===== config.mk =====
export PLATFORM = sky130hd
export DESIGN_NAME = gp_timer_core
export DESIGN_NICKNAME = d
export VERILOG_FILES = /design/src/rtl/tmr_pkg.sv /design/src/rtl/tmr_prescale.sv /design/src/rtl/tmr_count.sv /design/src/rtl/tmr_capture.sv /design/src/rtl/tmr_pwm.sv /design/src/rtl/gp_timer_core.sv
export SDC_FILE = /design/constraint.sdc
export NUM_CORES = 1
export LEC_CHECK = 0
export ABC_AREA = 1
export BUFFER_PORTS_ARGS = -buffer_cell sky130_fd_sc_hd__buf_2
export CORE_MARGIN = 5
export CORE_UTILIZATION = 49
export CTS_CLUSTER_SIZE = 16
export DETAILED_ROUTE_END_ITERATION = 7
export PLACE_DENSITY = 0.77
export SYNTH_ARGS = -nofsm -noshare
export SYNTH_HDL_FRONTEND = slang
export SYNTH_SLANG_ARGS = --single-unit

===== constraint.sdc =====
create_clock -name clk_i -period 3.2 [get_ports clk_i]
set_input_delay 0 -clock clk_i [delete_from_list [all_inputs] [get_ports clk_i]]
set_output_delay 0 -clock clk_i [all_outputs]
set_load 0.05 [all_outputs]

===== src/rtl/tmr_pkg.sv =====
package tmr_pkg;
  localparam int CNT_W  = 32;
  localparam int PV_W   = 3;
  localparam int DIV_W  = 2 ** PV_W;
  localparam int CTRL_W = 15;
  localparam int ST_W   = 3;
  localparam int ST_MATCH = 0;
  localparam int ST_OVF   = 1;
  localparam int ST_CAP   = 2;

  typedef enum logic [1:0] {
    EDGE_OFF  = 2'b00,
    EDGE_RISE = 2'b01,
    EDGE_FALL = 2'b10,
    EDGE_BOTH = 2'b11
  } cap_edge_e;

  typedef enum logic [1:0] {
    PTRG_NONE      = 2'b00,
    PTRG_OVF       = 2'b01,
    PTRG_OVF_MATCH = 2'b10,
    PTRG_RSVD      = 2'b11
  } pwm_trg_e;

  typedef struct packed {
    logic             gpo_cfg;   // 14
    logic             cap_hold;  // 13
    logic             pwm_tgl;   // 12
    pwm_trg_e         pwm_trg;   // 11:10
    cap_edge_e        cap_edge;  // 9:8
    logic             pwm_def;   // 7
    logic             cmp_en;    // 6
    logic             pre_en;    // 5
    logic [PV_W-1:0]  pre_val;   // 4:2
    logic             auto_rl;   // 1
    logic             start;     // 0
  } ctrl_t;
endpackage


===== src/rtl/tmr_prescale.sv =====
module tmr_prescale #(
  parameter int PV_W  = 3,
  parameter int DIV_W = 2 ** PV_W
) (
  input  logic            clk_i,
  input  logic            rst_ni,
  input  logic            run_i,
  input  logic            pre_en_i,
  input  logic [PV_W-1:0] pre_val_i,
  output logic            tick_o
);
  logic [DIV_W-1:0] div_q;
  logic [DIV_W-1:0] mask;

  assign mask   = (DIV_W'(2) << pre_val_i) - DIV_W'(1);
  assign tick_o = run_i & (~pre_en_i | ((div_q & mask) == mask));

  always_ff @(posedge clk_i or negedge rst_ni) begin
    if (!rst_ni)     div_q <= '0;
    else if (!run_i) div_q <= '0;
    else             div_q <= div_q + DIV_W'(1);
  end

  // with prescale off, every running cycle ticks
  a_r3_unscaled_tick: assert property (@(posedge clk_i) disable iff (!rst_ni)
    (run_i && !pre_en_i) |-> tick_o);
  // phase restarts from zero after idle
  a_r3_phase_restart: assert property (@(posedge clk_i) disable iff (!rst_ni)
    (!run_i) |=> (div_q == '0));
endmodule


===== src/rtl/tmr_count.sv =====
module tmr_count #(
  parameter int W = 32
) (
  input  logic         clk_i,
  input  logic         rst_ni,
  input  logic         start_i,
  input  logic         auto_rl_i,
  input  logic         cmp_en_i,
  input  logic         tick_i,
  input  logic         wr_i,
  input  logic [W-1:0] wdata_i,
  input  logic         trig_i,
  input  logic [W-1:0] load_i,
  input  logic [W-1:0] match_i,
  output logic [W-1:0] cnt_o,
  output logic         active_o,
  output logic         ovf_o,
  output logic         match_o
);
  logic [W-1:0] cnt_q, cnt_d;
  logic         run_q, done_q;
  logic         adv, wrap, upd;

  assign active_o = run_q & ~done_q;
  assign adv      = active_o & tick_i;
  assign wrap     = adv & (&cnt_q);
  assign upd      = wr_i | trig_i | adv;
  assign ovf_o    = wrap & ~wr_i & ~trig_i;

  always_comb begin
    cnt_d = cnt_q;
    if (wr_i)        cnt_d = wdata_i;
    else if (trig_i) cnt_d = load_i;
    else if (adv)    cnt_d = wrap ? (auto_rl_i ? load_i : '0) : cnt_q + W'(1);
  end

  assign match_o = cmp_en_i & upd & (cnt_d == match_i);
  assign cnt_o   = cnt_q;

  always_ff @(posedge clk_i or negedge rst_ni) begin
    if (!rst_ni) begin
      cnt_q  <= '0;
      run_q  <= 1'b0;
      done_q <= 1'b0;
    end else begin
      cnt_q <= cnt_d;
      run_q <= start_i;
      if (!start_i)                done_q <= 1'b0;
      else if (ovf_o & ~auto_rl_i) done_q <= 1'b1;
    end
  end

  a_r2_hold_idle: assert property (@(posedge clk_i) disable iff (!rst_ni)
    (!active_o && !wr_i && !trig_i) |=> $stable(cnt_o));
  a_r2_step: assert property (@(posedge clk_i) disable iff (!rst_ni)
    (active_o && tick_i && !wr_i && !trig_i && !(&cnt_o)) |=> (cnt_o == $past(cnt_o) + W'(1)));
  a_r4_reload: assert property (@(posedge clk_i) disable iff (!rst_ni)
    (ovf_o && auto_rl_i) |=> (cnt_o == $past(load_i)));
  a_r5_oneshot: assert property (@(posedge clk_i) disable iff (!rst_ni)
    (ovf_o && !auto_rl_i) |=> (cnt_o == '0 && !active_o));
  a_r6_write: assert property (@(posedge clk_i) disable iff (!rst_ni)
    wr_i |=> (cnt_o == $past(wdata_i)));
  a_r7_trigger: assert property (@(posedge clk_i) disable iff (!rst_ni)
    (trig_i && !wr_i) |=> (cnt_o == $past(load_i)));
endmodule


===== src/rtl/tmr_capture.sv =====
module tmr_capture
  import tmr_pkg::*;
#(
  parameter int W = 32
) (
  input  logic         clk_i,
  input  logic         rst_ni,
  input  logic         pin_i,
  input  cap_edge_e    edge_sel_i,
  input  logic         hold_i,
  input  logic         flag_i,
  input  logic [W-1:0] cnt_i,
  output logic [W-1:0] cap_o,
  output logic         ev_o
);
  logic s1_q, s2_q, s3_q;
  logic rise, fall;

  assign rise = s2_q & ~s3_q;
  assign fall = ~s2_q & s3_q;

  always_comb begin
    unique case (edge_sel_i)
      EDGE_RISE: ev_o = rise;
      EDGE_FALL: ev_o = fall;
      EDGE_BOTH: ev_o = rise | fall;
      default:   ev_o = 1'b0;
    endcase
  end

  always_ff @(posedge clk_i or negedge rst_ni) begin
    if (!rst_ni) begin
      s1_q  <= 1'b0;
      s2_q  <= 1'b0;
      s3_q  <= 1'b0;
      cap_o <= '0;
    end else begin
      s1_q <= pin_i;
      s2_q <= s1_q;
      s3_q <= s2_q;
      if (ev_o & ~(hold_i & flag_i)) cap_o <= cnt_i;
    end
  end

  a_r9_latch: assert property (@(posedge clk_i) disable iff (!rst_ni)
    (ev_o && !(hold_i && flag_i)) |=> (cap_o == $past(cnt_i)));
  a_r9_off: assert property (@(posedge clk_i) disable iff (!rst_ni)
    (edge_sel_i == EDGE_OFF) |=> $stable(cap_o));
  a_r10_hold: assert property (@(posedge clk_i) disable iff (!rst_ni)
    (hold_i && flag_i) |=> $stable(cap_o));
endmodule


===== src/rtl/tmr_pwm.sv =====
module tmr_pwm
  import tmr_pkg::*;
(
  input  logic     clk_i,
  input  logic     rst_ni,
  input  logic     active_i,
  input  logic     def_i,
  input  logic     tgl_i,
  input  pwm_trg_e trg_i,
  input  logic     ovf_i,
  input  logic     match_i,
  output logic     pwm_o
);
  logic ev;

  always_comb begin
    unique case (trg_i)
      PTRG_OVF:       ev = ovf_i;
      PTRG_OVF_MATCH: ev = ovf_i | match_i;
      default:        ev = 1'b0;
    endcase
  end

  always_ff @(posedge clk_i or negedge rst_ni) begin
    if (!rst_ni)        pwm_o <= 1'b0;
    else if (!active_i) pwm_o <= def_i;
    else if (tgl_i)     pwm_o <= pwm_o ^ ev;
    else                pwm_o <= ev ? ~def_i : def_i;
  end

  a_r13_idle_default: assert property (@(posedge clk_i) disable iff (!rst_ni)
    (!active_i) |=> (pwm_o == $past(def_i)));
  a_r12_toggle: assert property (@(posedge clk_i) disable iff (!rst_ni)
    (active_i && tgl_i && ev) |=> (pwm_o != $past(pwm_o)));
  a_r12_pulse: assert property (@(posedge clk_i) disable iff (!rst_ni)
    (active_i && !tgl_i && !ev) |=> (pwm_o == $past(def_i)));
endmodule


===== src/rtl/gp_timer_core.sv =====
module gp_timer_core
  import tmr_pkg::*;
(
  input  logic              clk_i,
  input  logic              rst_ni,
  input  logic [CTRL_W-1:0] ctrl_i,
  input  logic [CNT_W-1:0]  load_i,
  input  logic [CNT_W-1:0]  match_i,
  input  logic              trig_wr_i,
  input  logic              cnt_wr_i,
  input  logic [CNT_W-1:0]  cnt_wdata_i,
  input  logic              cap_pin_i,
  input  logic [ST_W-1:0]   stat_clr_i,
  output logic [CNT_W-1:0]  cnt_o,
  output logic [CNT_W-1:0]  cap_o,
  output logic              pwm_o,
  output logic              pwm_oe_o,
  output logic [ST_W-1:0]   stat_o
);
  ctrl_t ctrl;
  logic  tick, active, ovf_ev, match_ev, cap_ev;
  logic [ST_W-1:0] st_set;
  logic [ST_W-1:0] stat_q;

  assign ctrl     = ctrl_t'(ctrl_i);
  assign pwm_oe_o = ~ctrl.gpo_cfg;

  tmr_prescale #(.PV_W(PV_W), .DIV_W(DIV_W)) u_pre (
    .clk_i, .rst_ni,
    .run_i     (active),
    .pre_en_i  (ctrl.pre_en),
    .pre_val_i (ctrl.pre_val),
    .tick_o    (tick)
  );

  tmr_count #(.W(CNT_W)) u_cnt (
    .clk_i, .rst_ni,
    .start_i   (ctrl.start),
    .auto_rl_i (ctrl.auto_rl),
    .cmp_en_i  (ctrl.cmp_en),
    .tick_i    (tick),
    .wr_i      (cnt_wr_i),
    .wdata_i   (cnt_wdata_i),
    .trig_i    (trig_wr_i),
    .load_i    (load_i),
    .match_i   (match_i),
    .cnt_o     (cnt_o),
    .active_o  (active),
    .ovf_o     (ovf_ev),
    .match_o   (match_ev)
  );

  tmr_capture #(.W(CNT_W)) u_cap (
    .clk_i, .rst_ni,
    .pin_i      (cap_pin_i),
    .edge_sel_i (ctrl.cap_edge),
    .hold_i     (ctrl.cap_hold),
    .flag_i     (stat_q[ST_CAP]),
    .cnt_i      (cnt_o),
    .cap_o      (cap_o),
    .ev_o       (cap_ev)
  );

  tmr_pwm u_pwm (
    .clk_i, .rst_ni,
    .active_i (active),
    .def_i    (ctrl.pwm_def),
    .tgl_i    (ctrl.pwm_tgl),
    .trg_i    (ctrl.pwm_trg),
    .ovf_i    (ovf_ev),
    .match_i  (match_ev),
    .pwm_o    (pwm_o)
  );

  always_comb begin
    st_set           = '0;
    st_set[ST_MATCH] = match_ev;
    st_set[ST_OVF]   = ovf_ev;
    st_set[ST_CAP]   = cap_ev;
  end

  for (genvar i = 0; i < ST_W; i++) begin : g_stat
    always_ff @(posedge clk_i or negedge rst_ni) begin
      if (!rst_ni) stat_q[i] <= 1'b0;
      else         stat_q[i] <= st_set[i] | (stat_q[i] & ~stat_clr_i[i]);
    end

    a_r11_w1c: assert property (@(posedge clk_i) disable iff (!rst_ni)
      (stat_clr_i[i] && !st_set[i]) |=> !stat_o[i]);
    a_r11_set_wins: assert property (@(posedge clk_i) disable iff (!rst_ni)
      st_set[i] |=> stat_o[i]);
  end

  assign stat_o = stat_q;

  // no match flag source while compare disabled
  a_r8_cmp_gate: assert property (@(posedge clk_i) disable iff (!rst_ni)
    (!ctrl.cmp_en) |-> !match_ev);
endmodule


### Word-level counts from Yosys, hierarchy flattened

Cells that the tools add are included.

* memory bits (read-only): 0
* bits in writable memories: 0
* logic and storage cells: 77
* memories kept: 0
* register bits: 81
* latch bits: 0

* bitwise operators: 39
* shift operators: 1
* $mul: 0
* eq/ne operators: 8
* reductions and logical operators: 1
* add/sub/neg operators: 3
* div/mod/pow operators: 0
* mux-type cells: 13
* $lt $le $gt $ge: 0

Operator list (count)
* $mux 32: 5
* $add 32x1->32 const B: 1
* $eq 32x32->1: 1
* $reduce_and 32->1: 1
* $and 1x1->1: 16
* $not 1->1: 13
* $add 8x1->8 const B: 1
* $and 8x8->8: 1
* $eq 8x8->1: 1
* $mux 8: 1
* $or 1x1->1: 8
* $shl 2x3->8 const A: 1
* $sub 8x2->8 const B: 1
* $eq 2x2->1 const B: 3
* $mux 1: 5
* $eq 2x1->1 const B: 2
* $pmux 1 s3: 1
* $ne 2x1->1 const B: 1
* $pmux 1 s2: 1
* $xor 1x1->1: 1

### Depth between registers and ports, before layout

* depth in word-level cells: 19
* depth in mapped cells: 33
* gate-level depth less buffers: 30

### Hierarchy

From an unflattened synthesis, not the netlist that was laid out.

* cells, all modules: 988
* area, all modules: 6152.2 µm²

Modules (own cells, without submodules)
* tmr_count: cells an instance 715, sequential area each 850.8 µm², area each 3921.3 µm², times used 1
* tmr_capture: cells an instance 158, sequential area each 875.8 µm², area each 1435.1 µm², times used 1
* tmr_prescale: cells an instance 77, sequential area each 200.2 µm², area each 545.5 µm², times used 1
* tmr_pwm: cells an instance 22, sequential area each 25.0 µm², area each 126.4 µm², times used 1
* gp_timer_core: cells an instance 16, sequential area each 75.1 µm², area each 123.9 µm², times used 1

### Least setup slack after synthesis

No wires, ideal clock.

* kind: reg2reg
* start: reg u_cnt.cnt_q[0], in the netlist u_cnt.cnt_o[0]
* end: reg u_pwm.pwm_o
* stages on the path, launching flop included: 26
* required time: 3.082 ns
* data arrival time: 2.942 ns
* setup slack: 0.140 ns
* setup time: 0.118 ns
* period minus slack after synthesis: 3.060 ns
* cells stage by stage: dfrtp_1 -> ha_1 -> nand2_2 -> nor2_4 -> nand3_4 -> nor2_4 -> nand3_4 -> nor2_4 -> nand2_2 -> buf_6 -> nand2_1 -> nand3_1 -> nand2_1 -> nand2_1 -> nand3_1 -> nand2_1 -> nor2_1 -> nand2_1 -> nor2_1 -> nand2_1 -> nor2_1 -> nand2_1 -> nand2_1 -> nand3_1 -> nand3_1 -> nand2_1

* longest elaborated chain between the ends: 13

RTL lines
* start: declaration: RTL line tmr_count.sv:20 `logic [W-1:0] cnt_q, cnt_d;`
* start signal: assignment: RTL line tmr_count.sv:46 `cnt_q <= cnt_d;`
* branches (longest 9 deep; another with $add 32x1->32)
* $pmux 1 s2 *: RTL line tmr_pwm.sv:17 `unique case (trg_i)`
* $mux 1 / $xor 1x1->1 (equally long branches): RTL line tmr_pwm.sv:28, tmr_pwm.sv:27
* $mux 1 *: RTL line tmr_pwm.sv:27 `else if (tgl_i) pwm_o <= pwm_o ^ ev;`
* $mux 1 *: RTL line tmr_pwm.sv:26 `else if (!active_i) pwm_o <= def_i;`
* end signal: assignment: RTL line tmr_pwm.sv:26
* end signal: assignment: RTL line tmr_pwm.sv:27
* end signal: assignment: RTL line tmr_pwm.sv:28 `else pwm_o <= ev ? ~def_i : def_i;`
* end: declaration: RTL line tmr_pwm.sv:12 `output logic pwm_o`

Mark *: on every way between the ends.
A chain may end at the register's enable or synchronous reset.

### Worst setup path after layout

* start: reg u_cnt.cnt_q[1], in the netlist u_cnt.cnt_o[1]
* end: reg u_pwm.pwm_o

Same word-level chain as after synthesis.

==> out/metrics.yaml <==
synthesis:
  synth_warnings: 0
  avgSynthCellArea_um2: 6.34
  synthSimpleGateAreaFrac_pct: 42.0
  yosysTopAreaCellShare_pct: 32.9
  synth_nets: 1099
  synthTopCellsByArea: "dfrtp_1 (33%), nand2_1 (21%), inv_1 (7.6%)"
  synth_compound_area_share_pct: 9.96
  synthDistinctLibCells: 34
  synth-seq-cells: 81
  yosys.area.top_type: "dfrtp_1"
  synthesis.area_um2: 6170
  ys_seq_area_share_pct: 32.9
  synth_cells: 973
  synth_xor_area_share_pct: 2.27
  synth_fa_ha_area_share_pct: 1.42
  synth_top_family_by_area: "simple AND/OR/NAND/NOR gates"
  muxShareOfSynthArea_pct: 0.365
power_and_ir_drop:
  p_total_w: 0.00385
  power_density_nw_per_um2: 456
  irDropWorstVdd_uv: 255
  power_leakage_nw: 4.64
sta:
  drv_slew: 0
  rsz0062_at_grt: "true"
  min_period_over_period_pct: 96.9
  clock.fmax_mhz: 322
  setup_violations: 0
  period_needed_ns: 3.10
  clock_skew_ns: 0.00752
  setup_slack_ns: 0.0984
  finalHoldViolCount: 0
  tns_ns: 0
  maxSlewHeadroom_pct: 30.1
  hold_slack_ns: 0.0287
  tightest_slew_ns: 1.05
floorplan:
  start_util_pct: 49.5
  fp.dieH_um: 122
  core_um2: 12500
  die_area_um2: 14900
  rows: 41
  io_pins: 188
  fp.dieW_um: 122
grt:
  grt_max_degree: 82
  antenna_found_initial: 0
  grt_usage_pct: 30.2
  grt_pass1_vias: 6721
  grt_pass1_wl_um: 34800
  grt.overflow.total: 0
routing:
  drc_errors: 0
  routedWlPerCell_um: 16.1
  wl_um: 22800
  first_pass_iters: 6
  route.vias.total: 7414
  route.met3.wl_um: 2340
  wirelength_met1_um: 9630
  met2_length_um: 10000
  postRouteAntennaNets: 0
  top_layer_used: "met4"
  viasPerCell: 5.22
  dr.first_iter.drc_count: 942
worst_setup_path:
  crit_type: "reg2reg"
  cp-start-kind: "flip-flop"
  cpMostUsedCell: "nand2_1"
  cp_max_fo: 3
  worst_path_max_delay_cell: "dfrtp_1"
  cp-end-kind: "flip-flop"
  slowest_delay_ns: 0.36
  cp.arrival_ns: 3.35
  required_ns: 3.45
clock_network:
  h-tree-depth: 3
  cts_tree: "yes"
  path_clk_slew_ns: 0.07
  cts_buffer_depth: 2
  clock-sinks: 81
  numCtsBuffers: 9
  cts-root-buf: "clkbuf_16"
  clk_latency_ns: 0.35
finish:
  finalInstanceArea_um2: 8450
  final_nets: 1368
  area_delta_synth_final_pct: 37.0
  drive_above_1_share_pct: 27.6
  num-fill-cells: 1125
  n_antenna_cell: 0
  layout_commonest_cell: "nand2_1"
  layout_common_cells: "nand2_1 (335), buf_2 (186), inv_1 (125)"
placement:
  port_buffers: 187
  placed_cell_area_um2: 7640
  dp_hpwl_um: 17800
  dp_slack_ns: 0.0423
  routabilityCongestion: 1.04
status:
  status: "complete, no violations"
min_path:
  hold_class: "in2reg"
run:
  cap_viol_max_count: 0
==> state kept, by name (all words and copies together) (netlist names) <==
signal / count
stat_o: 3
u_cap.cap_o: 32
u_cap.s1_q: 1
u_cap.s2_q: 1
u_cap.s3_q: 1
u_cnt.cnt_o: 32
u_cnt.done_q: 1
u_cnt.run_q: 1
u_pre.div_q: 8
u_pwm.pwm_o: 1
==> logic make-up after synthesis <==
logic type	after synthesis
xor+xnor	16
simple gates	581
mux	2
fa+ha+maj	7
buf+inv	168
flops	81
compound gates	118
==> repair_timing <==
action,in CTS,in global routing
hold buffers,33,0
setup buffers,0,12
endpoints found under the hold margin,113,0
endpoints found under the setup margin,0,1
gates resized for setup,0,26
==> final timing paths <==
path	endpoint	cells after the start	slack (ns)	startpoint
min in group asynchronous	u_cnt.cnt_o[4]$_DFF_PN0_	2	0.38	rst_ni
worst min-delay path	u_cnt.cnt_o[20]$_DFF_PN0_	4	0.03	cnt_wdata_i[20]
worst max-delay path	u_pwm.pwm_o$_DFF_PN0_	26	0.1	u_cnt.cnt_o[1]$_DFF_PN0_
worst max register to register	u_pwm.pwm_o$_DFF_PN0_	26	0.1	u_cnt.cnt_o[1]$_DFF_PN0_
max in group asynchronous	u_cnt.cnt_o[7]$_DFF_PN0_	2	2.10	rst_ni
worst min register to register	u_cap.s2_q$_DFF_PN0_	0	0.35	u_cap.s1_q$_DFF_PN0_
==> per-stage QoR <==
step | utilization, % | instances
after CTS | 66.2 | 1407
after floorplan | - | 973
final | 67.8 | 1419
after detailed placement | 61.3 | 1358
after global routing | 67.8 | 1419
after global placement | 61.3 | 1358
==> critical path, delay by kind of cell, from the launching register on <==
family	cells	cell delay, ns
flip-flops	1	0.36
buffers and inverters	2	0.32
AND/OR/NAND/NOR	23	2.12
adder cells (fa/ha/maj)	1	0.20
==> layer usage <==
metal / vias up / global-route usage (%)
met4: 0 / 11.7
met2: 431 / 46.0
met5: - / 0
met1: 3311 / 43.3
met3: 57 / 4.46
li1: 3615 / -
==> cell type report <==
cell class                      count  area, um^2  area share, %
Clock buffer                       11         243           2.87
Clock inverter                      5        40.0          0.474
Inverter                          131         492           5.82
Multi-Input combinational cell    724        3530           41.8
Sequential cell                    81        2030           24.0
Tap cell                          172         215           2.55
Timing Repair Buffer              295        1890           22.4
==> report_power, final <==
group          total, W  switching (W)  leakage, nW  internal (W)
registers       0.00128       0.000106        0.979       0.00117
logic           0.00157        0.00112         3.53      0.000451
clock network  0.000997       0.000446        0.128      0.000551
==> synth_stat cells, drive strengths merged <==
cell    count
o21ai      45
a21boi      2
dfrtp      81
mux2        2
nand3b     14
nand2     344
ha          7
a22o        1
a21oi      62
nor3       18
nand3      91
buf        14
o22ai       3
o21a        1
o211ai      3
or2        24
xor2       15
xnor2       1
clkbuf     23
a31oi       1
inv       131
nand4      16
nor2       74
Power figures use the tool's default switching activity.
